--- src/rtl/smb_pkg.sv ---
// Shared types for the two-wire register-pointer slave.
// Assumes: a single slave state machine, byte-wide transfers.
package smb_pkg;

    typedef enum logic [2:0] {
        ST_IDLE,
        ST_ADDR,
        ST_ADDR_ACK,
        ST_WR,
        ST_WR_ACK,
        ST_RD,
        ST_RD_ACK
    } smb_state_t;

endpackage

--- src/rtl/smb_line_sync.sv ---
// Multi-stage synchroniser for a group of bus lines, with one extra flop
// that gives the previous synchronised value for edge detection.
// Assumes: STAGES >= 2; the lines idle high, so reset loads ones.
module smb_line_sync #(
    parameter int STAGES = 2,
    parameter int LINES  = 2
) (
    input  logic             clk,
    input  logic             rst_n,
    input  logic [LINES-1:0] raw,
    output logic [LINES-1:0] cur,
    output logic [LINES-1:0] prev
);

    for (genvar g = 0; g < LINES; g++) begin : g_line
        logic [STAGES-1:0] chain;
        logic              last;

        // Shift the raw line through the chain and keep one delayed copy.
        always_ff @(posedge clk) begin
            if (!rst_n) begin
                chain <= '1;
                last  <= 1'b1;
            end else begin
                chain <= {chain[STAGES-2:0], raw[g]};
                last  <= chain[STAGES-1];
            end
        end

        assign cur[g]  = chain[STAGES-1];
        assign prev[g] = last;
    end

endmodule

--- src/rtl/smb_event_detect.sv ---
// Turns synchronised current/previous line values into single-cycle bus
// events: start, stop, clock rise and clock fall.
// Assumes: inputs come from smb_line_sync, one system clock apart.
module smb_event_detect (
    input  logic scl_c,
    input  logic scl_p,
    input  logic sda_c,
    input  logic sda_p,
    output logic start_evt,
    output logic stop_evt,
    output logic scl_rise,
    output logic scl_fall
);

    logic scl_held_high;

    // Classify the present line transitions.
    always_comb begin
        scl_held_high = scl_c && scl_p;
        start_evt     = scl_held_high && sda_p && !sda_c;
        stop_evt      = scl_held_high && !sda_p && sda_c;
        scl_rise      = scl_c && !scl_p;
        scl_fall      = !scl_c && scl_p;
    end

endmodule

--- src/rtl/smb_addr_strap.sv ---
// Captures the device address from two strap pins while reset is held and
// keeps it until the next reset.
// Assumes: straps are static around the release of reset.
module smb_addr_strap #(
    parameter int                ADDR_W    = 7,
    parameter logic [ADDR_W-1:0] ADDR_SEL0 = 7'h2C,
    parameter logic [ADDR_W-1:0] ADDR_SEL1 = 7'h2E,
    parameter logic [ADDR_W-1:0] ADDR_DFLT = 7'h2E
) (
    input  logic              clk,
    input  logic              rst_n,
    input  logic              aen_n,
    input  logic              sel,
    output logic [ADDR_W-1:0] dev_addr
);

    logic [ADDR_W-1:0] picked;

    // Decode the strap pins into a candidate address.
    always_comb begin
        if (aen_n)
            picked = ADDR_DFLT;
        else
            picked = sel ? ADDR_SEL1 : ADDR_SEL0;
    end

    // Follow the straps during reset, then freeze.
    always_ff @(posedge clk) begin
        if (!rst_n)
            dev_addr <= picked;
        else
            dev_addr <= dev_addr;
    end

endmodule

--- src/rtl/smb_ptr_reg.sv ---
// Holds the register pointer and produces the register-side write strobe.
// Assumes: rx_byte is stable in the cycle ptr_load or data_fire is high.
module smb_ptr_reg #(
    parameter int DATA_W = 8
) (
    input  logic              clk,
    input  logic              rst_n,
    input  logic              ptr_load,
    input  logic              data_fire,
    input  logic [DATA_W-1:0] rx_byte,
    output logic [DATA_W-1:0] reg_addr,
    output logic              reg_wr,
    output logic [DATA_W-1:0] reg_wdata
);

    // Load the pointer and register the single-cycle write strobe.
    always_ff @(posedge clk) begin
        if (!rst_n) begin
            reg_addr  <= '0;
            reg_wr    <= 1'b0;
            reg_wdata <= '0;
        end else begin
            reg_wr <= data_fire;
            if (ptr_load)
                reg_addr <= rx_byte;
            if (data_fire)
                reg_wdata <= rx_byte;
        end
    end

endmodule

--- src/rtl/smb_slave_fsm.sv ---
// Byte-level protocol engine: receives the address and write bytes,
// drives acknowledges and read data, and flags pointer/data bytes.
// Assumes: the master changes the data line only while the clock is low,
// and the clock low phase lasts several system clocks.
module smb_slave_fsm
    import smb_pkg::*;
#(
    parameter int ADDR_W = 7,
    parameter int DATA_W = 8
) (
    input  logic              clk,
    input  logic              rst_n,
    input  logic              start_evt,
    input  logic              stop_evt,
    input  logic              scl_rise,
    input  logic              scl_fall,
    input  logic              sda_s,
    input  logic [ADDR_W-1:0] dev_addr,
    input  logic [DATA_W-1:0] rd_byte,
    output logic              sda_oe,
    output logic              ptr_load,
    output logic              data_fire,
    output logic [DATA_W-1:0] rx_byte
);

    localparam int CNT_W = $clog2(DATA_W + 1);
    localparam int IDX_W = $clog2(DATA_W);
    localparam logic [CNT_W-1:0] FULL = CNT_W'(DATA_W);

    smb_state_t        state;
    logic [CNT_W-1:0]  bit_cnt;
    logic [DATA_W-1:0] shreg;
    logic [DATA_W-1:0] tx;
    logic [1:0]        wr_idx;
    logic              rw;
    logic              addr_hit;
    logic [IDX_W-1:0]  tx_idx;

    // Compare the received address bits and pick the next bit to send.
    always_comb begin
        addr_hit = (shreg[DATA_W-1 -: ADDR_W] == dev_addr);
        tx_idx   = IDX_W'(DATA_W - 1) - bit_cnt[IDX_W-1:0];
    end

    // Protocol state machine.
    always_ff @(posedge clk) begin
        if (!rst_n) begin
            state     <= ST_IDLE;
            bit_cnt   <= '0;
            shreg     <= '0;
            tx        <= '0;
            wr_idx    <= '0;
            rw        <= 1'b0;
            sda_oe    <= 1'b0;
            ptr_load  <= 1'b0;
            data_fire <= 1'b0;
        end else begin
            ptr_load  <= 1'b0;
            data_fire <= 1'b0;
            if (start_evt) begin
                state   <= ST_ADDR;
                bit_cnt <= '0;
                wr_idx  <= '0;
                sda_oe  <= 1'b0;
            end else if (stop_evt) begin
                state   <= ST_IDLE;
                bit_cnt <= '0;
                sda_oe  <= 1'b0;
            end else begin
                case (state)
                    ST_ADDR, ST_WR: begin
                        if (scl_rise) begin
                            shreg   <= {shreg[DATA_W-2:0], sda_s};
                            bit_cnt <= bit_cnt + 1'b1;
                        end else if (scl_fall && bit_cnt == FULL) begin
                            bit_cnt <= '0;
                            if (state == ST_ADDR) begin
                                if (addr_hit) begin
                                    sda_oe <= 1'b1;
                                    rw     <= shreg[0];
                                    state  <= ST_ADDR_ACK;
                                end else begin
                                    state  <= ST_IDLE;
                                end
                            end else begin
                                sda_oe <= 1'b1;
                                state  <= ST_WR_ACK;
                                if (wr_idx == 2'd0)
                                    ptr_load <= 1'b1;
                                else if (wr_idx == 2'd1)
                                    data_fire <= 1'b1;
                                if (wr_idx != 2'd2)
                                    wr_idx <= wr_idx + 1'b1;
                            end
                        end
                    end
                    ST_ADDR_ACK: begin
                        if (scl_fall) begin
                            bit_cnt <= '0;
                            if (rw) begin
                                state  <= ST_RD;
                                tx     <= rd_byte;
                                sda_oe <= ~rd_byte[DATA_W-1];
                            end else begin
                                state  <= ST_WR;
                                sda_oe <= 1'b0;
                            end
                        end
                    end
                    ST_WR_ACK: begin
                        if (scl_fall) begin
                            sda_oe <= 1'b0;
                            state  <= ST_WR;
                        end
                    end
                    ST_RD: begin
                        if (scl_rise) begin
                            bit_cnt <= bit_cnt + 1'b1;
                        end else if (scl_fall) begin
                            if (bit_cnt == FULL) begin
                                sda_oe  <= 1'b0;
                                bit_cnt <= '0;
                                state   <= ST_RD_ACK;
                            end else begin
                                sda_oe  <= ~tx[tx_idx];
                            end
                        end
                    end
                    ST_RD_ACK: begin
                        if (scl_rise)
                            state <= ST_IDLE;
                    end
                    default: begin
                        state <= ST_IDLE;
                    end
                endcase
            end
        end
    end

    assign rx_byte = shreg;

endmodule

--- src/rtl/smb_regptr_slave.sv ---
// Top of the two-wire register-pointer slave: synchroniser, event
// detection, address strap, protocol engine and pointer register.
// Assumes: system clock at least ~8x faster than the bus clock.
module smb_regptr_slave #(
    parameter int               SYNC_STAGES = 2,
    parameter int               ADDR_W      = 7,
    parameter int               DATA_W      = 8,
    parameter logic [ADDR_W-1:0] ADDR_SEL0  = 7'h2C,
    parameter logic [ADDR_W-1:0] ADDR_SEL1  = 7'h2E,
    parameter logic [ADDR_W-1:0] ADDR_DFLT  = 7'h2E
) (
    input  logic              clk,
    input  logic              rst_n,
    input  logic              strap_aen_n,
    input  logic              strap_sel,
    input  logic              scl_i,
    input  logic              sda_i,
    output logic              sda_oe,
    output logic [DATA_W-1:0] reg_addr,
    output logic              reg_wr,
    output logic [DATA_W-1:0] reg_wdata,
    input  logic [DATA_W-1:0] reg_rdata
);

    logic [1:0]        line_cur;
    logic [1:0]        line_prev;
    logic              scl_s;
    logic              sda_s;
    logic              start_evt;
    logic              stop_evt;
    logic              scl_rise;
    logic              scl_fall;
    logic [ADDR_W-1:0] dev_addr;
    logic              ptr_load;
    logic              data_fire;
    logic [DATA_W-1:0] rx_byte;

    smb_line_sync #(
        .STAGES (SYNC_STAGES),
        .LINES  (2)
    ) u_sync (
        .clk   (clk),
        .rst_n (rst_n),
        .raw   ({scl_i, sda_i}),
        .cur   (line_cur),
        .prev  (line_prev)
    );

    assign scl_s = line_cur[1];
    assign sda_s = line_cur[0];

    smb_event_detect u_evt (
        .scl_c     (line_cur[1]),
        .scl_p     (line_prev[1]),
        .sda_c     (line_cur[0]),
        .sda_p     (line_prev[0]),
        .start_evt (start_evt),
        .stop_evt  (stop_evt),
        .scl_rise  (scl_rise),
        .scl_fall  (scl_fall)
    );

    smb_addr_strap #(
        .ADDR_W    (ADDR_W),
        .ADDR_SEL0 (ADDR_SEL0),
        .ADDR_SEL1 (ADDR_SEL1),
        .ADDR_DFLT (ADDR_DFLT)
    ) u_strap (
        .clk      (clk),
        .rst_n    (rst_n),
        .aen_n    (strap_aen_n),
        .sel      (strap_sel),
        .dev_addr (dev_addr)
    );

    smb_slave_fsm #(
        .ADDR_W (ADDR_W),
        .DATA_W (DATA_W)
    ) u_fsm (
        .clk       (clk),
        .rst_n     (rst_n),
        .start_evt (start_evt),
        .stop_evt  (stop_evt),
        .scl_rise  (scl_rise),
        .scl_fall  (scl_fall),
        .sda_s     (sda_s),
        .dev_addr  (dev_addr),
        .rd_byte   (reg_rdata),
        .sda_oe    (sda_oe),
        .ptr_load  (ptr_load),
        .data_fire (data_fire),
        .rx_byte   (rx_byte)
    );

    smb_ptr_reg #(
        .DATA_W (DATA_W)
    ) u_ptr (
        .clk       (clk),
        .rst_n     (rst_n),
        .ptr_load  (ptr_load),
        .data_fire (data_fire),
        .rx_byte   (rx_byte),
        .reg_addr  (reg_addr),
        .reg_wr    (reg_wr),
        .reg_wdata (reg_wdata)
    );

endmodule

--- config.mk ---
export PLATFORM = sky130hd
export DESIGN_NAME = smb_regptr_slave
export DESIGN_NICKNAME = d
export VERILOG_FILES = /design/src/rtl/smb_pkg.sv /design/src/rtl/smb_line_sync.sv /design/src/rtl/smb_event_detect.sv /design/src/rtl/smb_addr_strap.sv /design/src/rtl/smb_ptr_reg.sv /design/src/rtl/smb_slave_fsm.sv /design/src/rtl/smb_regptr_slave.sv
export SDC_FILE = /design/constraint.sdc
export NUM_CORES = 1
export LEC_CHECK = 0
export ABC_AREA = 1
export CORE_ASPECT_RATIO = 0.75
export CORE_MARGIN = 1
export CORE_UTILIZATION = 50
export CTS_BUF_LIST = sky130_fd_sc_hd__clkbuf_8
export DETAILED_ROUTE_END_ITERATION = 10
export GPL_TIMING_DRIVEN = 0
export PLACE_DENSITY = 0.85
export SYNTH_ARGS = -nofsm -noshare
export SYNTH_HDL_FRONTEND = slang
export SYNTH_HIERARCHICAL = 1
export SYNTH_SLANG_ARGS = --single-unit
--- constraint.sdc ---
create_clock -name clk -period 2.4 [get_ports clk]
set_clock_uncertainty 0.15 [all_clocks]
set_input_delay 0.72 -clock clk [delete_from_list [all_inputs] [get_ports clk]]
set_output_delay 0.72 -clock clk [all_outputs]
set_load 0.02 [all_outputs]
Word-level counts from Yosys, hierarchy flattened. Cells that the tools add are included.

Word-level logic and storage cells: 126. Bits of input ports: 14. Bits in registers: 59. Output and inout bits: 18.

Equal/unequal tests: 30. Add/sub/neg operators: 3. Bitwise operators: 9. Magnitude comparators: 1. Multiplexer cells: 37. Reduce and logical (&&, ||, !) cells: 28.

Operators with widths (number): 2-to-1 mux 3 bit (10); 2-to-1 mux 4 bit (6); AND reduction 8 bit (3); inequality test 4 x 3 -> 1 bit (second input constant) (5); 2-to-1 mux 1 bit (15); case mux 3 bit (5 select lines) (1); inequality test 3 x 2 -> 1 bit (second input constant) (4); inequality test 4 bit (second input constant) (3); case mux 4 bit (3 select lines) (1); inequality test 2 x 1 -> 1 bit (second input constant) (5); AND reduction 5 bit (2); equality test 3 bit (second input constant) (3); inverter 1 bit (9); logical AND 1 bit (8); inequality test 2 bit (second input constant) (4); OR reduction 8 bit (1); equality test 7 bit (1); AND reduction 7 bit (1); OR reduction 7 bit (1); equality test 3 x 2 -> 1 bit (second input constant) (2); AND reduction 6 bit (1); adder 4 x 1 -> 4 bit (second input constant) (1); equality test 4 bit (second input constant) (1); zero test 1 bit (4); 14 further kinds (16).

Longest topological paths before layout. Gate-level depths: netlist (run 1).

Word-level depth: 8. Mapped depth: 12.

Modules after synthesis. The synthesis (run 1) kept the hierarchy.

By module, submodules not included: smb_slave_fsm (instances 1, area an instance 1652.8 µm², cells an instance 253); smb_ptr_reg (instances 1, area an instance 699.4 µm², cells an instance 97); smb_line_sync (instances 1, area an instance 195.2 µm², cells an instance 22); smb_addr_strap (instances 1, area an instance 97.6 µm², cells an instance 13); smb_event_detect (instances 1, area an instance 41.3 µm², cells an instance 11).

Least setup slack after synthesis (run 1). No wires, ideal clock.

Path kind: register -> register. From: register u_fsm.bit_cnt[0]. To: register u_fsm.bit_cnt[1]. Buffers on the path: 1. Cell stages (with the launch flop): 13. Arrival time: 1459 ps. Required time: 2135 ps. Slack: 676 ps. Clock period less this slack: 1724 ps. Path through: dfxtp_1 -> inv_1 -> ha_1 -> nand2_1 -> nor2_1 -> nand2_1 -> nand2_1 -> and3_1 -> buf_4 -> inv_2 -> nand2_1 -> o21ai_1 -> nor2_1.

Cells in the longest elaborated chain, start to end: 4.

Ends and longest elaborated chain: start, declared (RTL line smb_slave_fsm.sv:31) `logic [CNT_W-1:0] bit_cnt;`; start signal, assigned (RTL line smb_slave_fsm.sv:74) `bit_cnt <= bit_cnt + 1'b1;`; start signal, assigned (RTL line smb_slave_fsm.sv:118) `bit_cnt <= bit_cnt + 1'b1;`; parallel branches: the longest is 4 deep, another holds adder 4 x 1 -> 4 bit.

Parallel ways; which one is timed is not known. A chain may end at the register's enable or synchronous reset.

Worst setup path after layout (run 1).
From: register u_fsm.bit_cnt[0]. To: register u_fsm.rw.

Cells in the longest elaborated chain, start to end: 3.

Ends and longest elaborated chain: equality test 4 bit (RTL line smb_slave_fsm.sv:75) `end else if (scl_fall && bit_cnt == FULL) begin`; logical AND 1 bit (RTL line smb_slave_fsm.sv:75); AND reduction 7 bit (no line); end signal, assigned (RTL line smb_slave_fsm.sv:80) `rw <= shreg[0];`; end, declared (RTL line smb_slave_fsm.sv:35) `logic rw;`.

No other way between the ends.

==> metrics.csv, run 1 <==
stage;metric;value;unit
setup_path;r2r_slack;0.28;ns
synth;ys_seq_area_share;39.87;%
setup_path;critPathBufInv;1;
die;core;5037;µm²
timing;final.setup.tns;0;ns
finish;diodes;0;
synth;ys_warn_count;6;
synth;async_flop_share;0;%
clock_network;cts.sinks;53;
grt;gr-total-overflow;0;
detailed_routing;post_drt_wl_per_cell;10.33;µm
hold_path;hold_start;u_sync/g_line[0].chain[0];
grt;grt_antenna_before_repair;0;
setup_path;crit_path_start_kind;flip-flop;
job;maxCapViolCount;0;
finish;fillers;484;
finish;most-common-layout-cells;97 x nand2_1, 84 x nor2_1, 56 x inv_1, 52 x dfxtp_1, 30 x clkdlybuf4s50_1;
placed_design;portBuffers;31;
grt;grt_pass1_wl;9.114;mm
synth;synth_area;2686;µm²
power;leakage;1.480;nW
finish;syn2layout_area_growth;19.56;%
synth;synth_area_per_cell;6.784;µm²
clock_network;cts_made_buffers;5;
synth;synthFlopType;dfxtp_1;
timing;rsz0062_at_grt;no;
detailed_routing;dr.pass1.iters;4;
setup_path;reg2reg_from;u_fsm/bit_cnt[0];
placed_design;dp_hpwl;3.999;mm
setup_path;worst_r2r_path_depth;10;
synth;synth_edf_count;1;
setup_path;cp.arrival;2.21;ns
setup_path;worst-path-max-fanout;8;
setup_path;reg2reg_to;u_fsm/rw;
clock_network;cts_tree;done;
setup_path;cp.required;2.49;ns
die;initial_core_util;53.33;%
clock_network;clockRootBuffer;clkbuf_8;
clock_network;cts.htree.levels;2;
grt;track_usage;20.28;%
setup_path;worst-setup-path-type;reg2reg;
clock_network;clk_latency;0.29;ns
die;die_w;86.64;µm
setup_path;cpLargestDelayFamily;simple AND/OR/NAND/NOR gates;
die;io_pins;32;
setup_path;path_common_cell;nand2_1;
power;p_per_area;637.4;nW/µm²
timing;slew_headroom;57.68;%
die;die_height;65.48;µm
status;status;finished, final reports clean;
die;num_rows;22;
timing;min_period;2.120;ns
detailed_routing;via_count;2410;
synth;ys_ff_latch;53;
synth;synth_top_area_share;38.75;%
setup_path;crit_chain;inv_1, ha_1, nand2_1, nor2_1, nand2_1, nor4_1, nand3_1, nand2_1, nand2_1, nor2_1;
finish;layout-drive-gt1-share;10.93;%
timing;finalWorstSetupSlack;0.2798;ns
timing;hold_viol;0;
timing;fmax;471.6;MHz
timing;setup_violations;0;
hold_path;min_to;u_sync/g_line[0].chain[1];
synth;synth.area.top_cells;dfxtp_1 39%, nand2_1 14%, nor2_1 12%;
detailed_routing;first_iter_violations;118;
placed_design;place_ws;-0.3054;ns
grt;grt_start_max_net_pins;18;
power;ir_drop;0.3105;mV
clock_network;clock_path_buffers;2;
die;design.die.area;5673;µm²
finish;final_nets;457;
timing;final.period_utilization;88.34;%
hold_path;min_path_type;reg2reg;
hold_path;min_path_cells;2;
clock_network;cts_hold_buf;0;
synth;synthCells;396;
clock_network;path_clk_slew;0.10;ns
setup_path;end_kind;flip-flop;
synth;yosys.area.top_type;dfxtp_1;
timing;slew_viol_final;0;
detailed_routing;vias_per_cell;4.716;
detailed_routing;ant_nets;0;
setup_path;cp_slowest_cell;dfxtp_1;
placed_design;place_congestion;0.8762;
detailed_routing;routed_wl;5.277;mm
synth;post_synth_num_cell_types;35;
finish;layout_commonest_cell;nand2_1;
grt;first_global_vias;2151;
detailed_routing;drc_errors;0;
setup_path;critical_path.max_stage_delay;0.40;ns
timing;worst_pin_slew;0.6348;ns
routing by layer:
metal  vias up  GRT usage (%)  share of wire [%]
met4         0          4.583               0.80
li1       1273              -                  -
met1      1074          27.56                 50
met2        59          33.43                 44
met5         -              0                  0
met3         4          3.894                5.1
flip-flops by register name, summed over array words and instances, names as in the netlist:
register,cells
u_fsm/sda_oe,1
u_ptr/reg_wr,1
u_fsm/ptr_load,1
u_fsm/wr_idx,2
u_sync/g_line.chain,4
u_sync/g_line.last,2
u_strap/dev_addr,1
u_fsm/data_fire,1
u_ptr/reg_wdata,8
u_fsm/state,3
u_fsm/rw,1
u_fsm/rx_byte,8
u_ptr/reg_addr,8
u_fsm/bit_cnt,4
u_fsm/tx,8
layout make-up:
cell class	instances	area [µm²]	share of cell area, %
Multi-Input combinational cell	267	1230	38.29
Sequential cell	53	1071	33.35
Timing Repair Buffer	31	309.0	9.622
Inverter	61	229.0	7.129
Buffer	19	171.4	5.337
Tap cell	72	90.09	2.805
Clock buffer	5	68.82	2.143
Clock inverter	3	42.54	1.325
worst register-to-register path: stages (launching register included):
cell     delay, ns
dfxtp_1       0.40
inv_1         0.19
ha_1          0.19
nand2_1       0.05
nor2_1        0.23
nand2_1       0.16
nor4_1        0.30
nand3_1       0.17
nand2_1       0.09
nand2_1       0.05
nor2_1        0.09
worst max-delay path by stage:
stage | start | to | slack [ns] | cells past startpoint
detailed placement | rst_n | u_fsm/data_fire | -0.31 | 6
global route | rst_n | u_fsm/data_fire | 0.12 | 6
CTS | rst_n | u_fsm/data_fire | 0.27 | 6
floorplan | u_fsm/bit_cnt[0] | u_fsm/bit_cnt[1] | 0.68 | 12
global placement | rst_n | u_fsm/data_fire | -0.25 | 6
finish | u_fsm/bit_cnt[0] | u_fsm/rw | 0.28 | 10
per-stage QoR:
stage / power [mW] / util, % / cells / hold slack (ns) / area [µm²]
finish: 2.047 / 63.76 / 511 / 0.2653 / 3212
global route: 2.165 / 63.76 / 511 / 0.3022 / 3212
CTS: 2.057 / 63.76 / 511 / 0.2661 / 3212
detailed placement: 1.466 / 61.57 / 503 / 0.2412 / 3102
global placement: 1.460 / 61.57 / 503 / 0.2378 / 3102
floorplan: 1.346 / - / 400 / 0.2295 / 2701
cell families (layout without fill, tap and decap cells):
| group | Yosys count | in the layout | share of synthesized area [%] |
|---|---|---|---|
| AO/OA/AOI/OAI | 38 | 38 | 8.244 |
| XOR/XNOR | 1 | 1 | 0.3261 |
| adder cells (fa/ha/maj) | 5 | 5 | 2.329 |
| buffers and inverters | 80 | 119 | 14.90 |
| flip-flops | 53 | 53 | 39.87 |
| other | 2 | 6 | 0.2796 |
| AND/OR/NAND/NOR | 217 | 217 | 34.05 |
cells in the mapped netlist, types with 3 or more instances:
cell and number:
a21oi_1 7, a21oi_2 4, buf_4 12, buf_6 3, dfxtp_1 52, ha_1 5
inv_1 55, inv_2 6, nand2_1 97, nand2_2 5, nand3_1 15, nand3_2 3
nor2_1 84, o21ai_0 15, o21ai_1 7
where the power goes:
part	leakage [nW]	internal, mW	total (mW)	switching, mW
clock	0.0595	0.309	0.594	0.285
combinational	0.990	0.191	0.477	0.285
sequential	0.431	0.921	0.976	0.0555
repair_timing:
action                                  CTS  global route
gates resized for setup                   1             0
endpoints found under the setup margin    1             0
buffers inserted                          0             0
hold endpoints to repair                  0             0
No activity file was read; power rests on OpenSTA's default activity.
==> run 2: changes to the inputs <==
--- a/config.mk
+++ b/config.mk
@@ -8,11 +8,12 @@
 export ABC_AREA = 1
 export CORE_ASPECT_RATIO = 0.75
 export CORE_MARGIN = 1
-export CORE_UTILIZATION = 50
+export CORE_UTILIZATION = 58
 export CTS_BUF_LIST = sky130_fd_sc_hd__clkbuf_8
 export DETAILED_ROUTE_END_ITERATION = 10
+export GPL_ROUTABILITY_DRIVEN = 0
 export GPL_TIMING_DRIVEN = 0
-export PLACE_DENSITY = 0.85
+export PLACE_DENSITY = 0.94
 export SYNTH_ARGS = -nofsm -noshare
 export SYNTH_HDL_FRONTEND = slang
 export SYNTH_HIERARCHICAL = 1
==> run 2 against run 1 <==
Clock power down 19%. Power shrank 4.2%. Final area is 1.4% lower. Register-to-register slack improved by 0.06 ns. Critical path depth shrank 4. Utilization is 7.1 points higher. Non-clock buffer count is the same. Sequential share of layout area grew 0.49 points.
==> metrics.csv, run 2 (synthesis gave the netlist of run 1 again) <==
stage;metric;value;unit
setup_path;worst-setup-path-type;in2reg;
timing;fmax;463.2;MHz
setup_path;crit_chain;dlygate4sd2_1, inv_1, nor2_1, inv_1, or3_1, nor2_1;
clock_network;clock_path_buffers;2;
timing;worst_pin_slew;0.5624;ns
timing;rsz0062_at_grt;no;
detailed_routing;first_iter_violations;275;
setup_path;crit_cells;6;
job;maxCapViolCount;0;
die;num_rows;21;
grt;grt_antenna_before_repair;0;
die;core;4467;µm²
power;pwr-share-seq;49.9;%
power;clock_power_share;24.4;%
grt;track_usage;25.58;%
timing;slew_viol_final;0;
setup_path;cp.arrival;2.26;ns
die;io_pins;32;
finish;fillers;344;
clock_network;cts_hold_buf;0;
setup_path;worst-path-max-fanout;17;
die;design.die.area;4911;µm²
placed_design;portBuffers;31;
finish;layout_commonest_cell;nand2_1;
power;combPwrFrac;25.7;%
power;finalPower;1.960;mW
hold_path;min_path_type;reg2reg;
setup_path;crit_path_start_kind;primary input;
grt;gr-usage-met1;31.86;%
setup_path;cp.required;2.50;ns
detailed_routing;via_count;2516;
grt;top_usage_layer;met2;
detailed_routing;routed_wl;5.693;mm
timing;final.period_utilization;89.95;%
clock_network;cts.htree.levels;2;
grt;gr-total-overflow;0;
power;switching_share;33.16;%
die;die_height;60.94;µm
detailed_routing;vias_per_cell;5.073;
grt;first_global_vias;2213;
setup_path;worst_r2r_path_depth;11;
power;p_per_area;619.3;nW/µm²
status;status;finished, final reports clean;
timing;min_period;2.159;ns
detailed_routing;drc_errors;0;
clock_network;clk_latency;0.30;ns
clock_network;cts.sinks;53;
placed_design;dp_hpwl;4.274;mm
detailed_routing;ant_nets;0;
grt;use_met2;42.01;%
finish;syn2layout_area_growth;17.84;%
die;die_w;80.59;µm
power;ir_drop;0.3330;mV
die;initial_core_util;60.14;%
timing;hold_viol;0;
clock_network;clockRootBuffer;clkbuf_8;
timing;hold_slack;0.2643;ns
power;leakage;1.467;nW
clock_network;path_clk_slew;0.09;ns
detailed_routing;dr.pass1.iters;5;
grt;use_met3;6.316;%
detailed_routing;post_drt_wl_per_cell;11.48;µm
finish;final_nets;457;
clock_network;cts_made_buffers;5;
setup_path;cpLargestDelayFamily;buffers and inverters;
setup_path;critical_path.max_stage_delay;0.56;ns
grt;grt_start_max_net_pins;18;
setup_path;critPathBufInv;3;
finish;layout-drive-gt1-share;10.71;%
timing;slew_headroom;62.51;%
timing;setup_violations;0;
power;internal_power;1.310;mW
setup_path;cp_slowest_cell;dlygate4sd2_1;
finish;diodes;0;
hold_path;min_path_cells;2;
setup_path;end_kind;flip-flop;
grt;grt_pass1_wl;9.439;mm
power;power_switching;0.6501;mW
clock_network;cts_tree;done;
finish;most-common-layout-cells;97 x nand2_1, 84 x nor2_1, 57 x inv_1, 52 x dfxtp_1, 30 x clkdlybuf4s50_1;
run 2: routing by layer:
layer | part of all wire (%) | vias to the layer above
li1 | - | 1271
met1 | 45 | 1103
met2 | 46 | 119
met3 | 7.5 | 23
met4 | 2.0 | 0
met5 | 0 | -
run 2: worst paths after layout:
check	to	start	slack, ns
worst max register to register	u_fsm/sda_oe	u_fsm/bit_cnt[0]	0.34
worst min-delay path	u_sync/g_line[0].chain[1]	u_sync/g_line[0].chain[0]	0.26
worst min register to register	u_sync/g_line[0].chain[1]	u_sync/g_line[0].chain[0]	0.26
worst max-delay path	u_fsm/ptr_load	rst_n	0.24
run 2: per-stage QoR:
step | setup WS (ns) | area (µm²) | util [%] | instances | setup TNS (ns)
after floorplan | 0.6756 | 2701 | - | 400 | 0
after global placement | -0.2073 | 3083 | 69.02 | 488 | -0.6153
after detailed placement | -0.3729 | 3083 | 69.02 | 488 | -1.638
after CTS | 0.2178 | 3166 | 70.87 | 496 | 0
after global routing | 0.06865 | 3166 | 70.87 | 496 | 0
final | 0.2413 | 3166 | 70.87 | 496 | 0
run 2: worst register-to-register path, cell delays in order, from the launching register on:
cell	delay, ns
dfxtp_1	0.40
inv_1	0.20
ha_1	0.18
nand2_1	0.05
nor2_1	0.18
nand2_1	0.18
nand2_1	0.13
nand3_1	0.08
nor2_1	0.22
nand2_1	0.10
nand2_1	0.07
nor2_1	0.04
run 2: power groups by stage:
stage / clock (mW) / sequential, mW / combinational, mW
after floorplan: 0 / 0.992 / 0.354
after global placement: 0 / 0.992 / 0.456
after detailed placement: 0 / 0.995 / 0.484
after CTS: 0.492 / 0.976 / 0.489
after global routing: 0.522 / 0.984 / 0.567
final: 0.479 / 0.977 / 0.504
run 2: final cells by class:
cell class	count	area, µm²	area share (%)
Multi-Input combinational cell	267	1230	38.85
Tap cell	57	71.32	2.253
Timing Repair Buffer	31	309.0	9.763
Inverter	61	229.0	7.233
Clock inverter	3	15.01	0.4743
Clock buffer	5	68.82	2.174
Sequential cell	53	1071	33.83
Buffer	19	171.4	5.415
run 2: repair_timing:
action	CTS	global route
resized for setup	1	0
setup buffers	0	0
hold endpoints to repair	0	0
endpoints found under the setup margin	2	0
==> run 3: changes to the inputs <==
==> constraint.sdc (replaced) <==
create_clock -name clk -period 2.4 [get_ports clk]
set_clock_uncertainty 0.15 [all_clocks]
set_input_delay 0.48 -clock clk [delete_from_list [all_inputs] [get_ports clk]]
set_output_delay 0.48 -clock clk [all_outputs]
set_load 0.02 [all_outputs]
==> run 3 against run 2 <==
Global-route usage unchanged. Register-to-register slack about the same. Critical endpoint unchanged. Sequential share of layout area about the same. Largest power group unchanged. Largest cell class unchanged.
==> metrics.csv, run 3 (synthesis gave the netlist of run 1 again) <==
stage;metric;value;unit
timing;min_period;2.197;ns
setup_path;critical_path.max_stage_delay;0.83;ns
power;ir_drop;0.3331;mV
grt;first_global_vias;2213;
hold_path;hold_start;u_sync/g_line[0].chain[0];
grt;gr-total-overflow;0;
clock_network;cts_tree;done;
placed_design;dp_hpwl;4.274;mm
clock_network;cts_hold_buf;0;
hold_path;min_path_cells;2;
timing;final.period_utilization;91.55;%
detailed_routing;vias_per_cell;5.054;
die;core;4467;µm²
detailed_routing;drc_errors;0;
grt;grt_start_max_net_pins;18;
grt;grt_pass1_wl;9.439;mm
finish;layout-drive-gt1-share;10.71;%
finish;diodes;0;
clock_network;clock_path_buffers;2;
detailed_routing;ant_nets;0;
timing;worst_pin_slew;0.5727;ns
finish;syn2layout_area_growth;17.89;%
die;initial_core_util;60.14;%
power;p_per_area;619.2;nW/µm²
detailed_routing;dr.pass1.iters;7;
setup_path;r2r_slack;0.35;ns
clock_network;cts_made_buffers;5;
setup_path;worst-setup-path-type;in2reg;
timing;slew_headroom;61.70;%
clock_network;cts.sinks;53;
timing;setup_violations;0;
setup_path;cp.arrival;2.30;ns
detailed_routing;routed_wl;5.696;mm
detailed_routing;first_iter_violations;275;
die;die_w;80.59;µm
finish;layout_commonest_cell;nand2_1;
setup_path;crit_chain;clkdlybuf4s50_1, inv_1, nor2_1, inv_1, or3_1, nor2_1;
die;num_rows;21;
timing;final.setup.tns;0;ns
job;maxCapViolCount;0;
grt;track_usage;25.58;%
clock_network;clockRootBuffer;clkbuf_8;
setup_path;critPathBufInv;3;
power;leakage;1.466;nW
finish;most-common-layout-cells;97 x nand2_1, 84 x nor2_1, 57 x inv_1, 52 x dfxtp_1, 31 x clkdlybuf4s50_1;
setup_path;end_kind;flip-flop;
die;design.die.area;4911;µm²
setup_path;worst_r2r_path_depth;11;
status;status;finished, final reports clean;
die;die_height;60.94;µm
timing;slew_viol_final;0;
setup_path;reg2reg_to;u_fsm/state[2];
timing;fmax;455.1;MHz
clock_network;post_cts_buffers;0;
placed_design;portBuffers;31;
power;finalPower;1.961;mW
timing;rsz0062_at_grt;no;
setup_path;crit_path_start_kind;primary input;
detailed_routing;post_drt_wl_per_cell;11.48;µm
setup_path;worst-path-max-fanout;17;
setup_path;cpLargestDelayFamily;buffers and inverters;
die;io_pins;32;
setup_path;cp_slowest_cell;clkdlybuf4s50_1;
hold_path;min_to;u_sync/g_line[0].chain[1];
detailed_routing;via_count;2507;
grt;grt_antenna_before_repair;0;
timing;hold_viol;0;
clock_network;path_clk_slew;0.09;ns
clock_network;cts.repair.resized;0;
setup_path;reg2reg_from;u_fsm/bit_cnt[0];
clock_network;clk_latency;0.30;ns
clock_network;cts.htree.levels;2;
finish;final_nets;457;
setup_path;cp.required;2.50;ns
hold_path;min_path_type;reg2reg;
==> run 3: stage by stage <==
step                      area, µm²  hold WS [ns]  utilization [%]  setup WS [ns]  std cells
after floorplan                2701        0.2295                -         0.6756        400
after global placement         3083        0.2317            69.02        0.03267        488
after detailed placement       3083        0.2397            69.02        -0.1329        488
after CTS                      3167        0.2690            70.90         0.1861        496
after global routing           3167        0.2973            70.90        0.03493        496
final                          3167        0.2642            70.90         0.2028        496
==> run 3: worst max path at each step <==
stage,from,to,depth (start not counted)
after detailed placement,rst_n,u_fsm/ptr_load,6
after CTS,rst_n,u_fsm/ptr_load,6
after floorplan,u_fsm/bit_cnt[0],u_fsm/bit_cnt[1],12
after global routing,rst_n,u_fsm/data_fire,6
final,rst_n,u_fsm/ptr_load,6
after global placement,rst_n,u_fsm/data_fire,6
==> run 3: routing by layer <==
layer / part of all wire (%) / GRT usage [%] / vias up
met4: 2.0 / 12.76 / 0
met2: 46 / 42.01 / 111
met1: 45 / 31.86 / 1102
met5: 0 / 0 / -
li1: - / - / 1271
met3: 7.4 / 6.316 / 23
==> run 3: worst min-delay path, cell delays in order, from the launching register on <==
cell	delay (ns)
dfxtp_1	0.31
inv_1	0.03
nand2_1	0.04
==> run 3: power breakdown <==
group | internal (mW) | leakage (nW) | switching (mW) | total [mW]
Sequential | 0.921 | 0.431 | 0.0570 | 0.978
Combinational | 0.192 | 0.988 | 0.313 | 0.505
Clock | 0.198 | 0.0467 | 0.280 | 0.478
Total | 1.31 | 1.47 | 0.650 | 1.96
==> run 3: layout make-up <==
class	instances	area (µm²)
well taps	57	71.32
fillers	344	1300
multi-input cells	267	1230
clock inverters	3	15.01
inverters	61	229.0
clock buffers	5	68.82
repair buffers	31	310.3
flip-flops and latches	53	1071
plain buffers	19	171.4
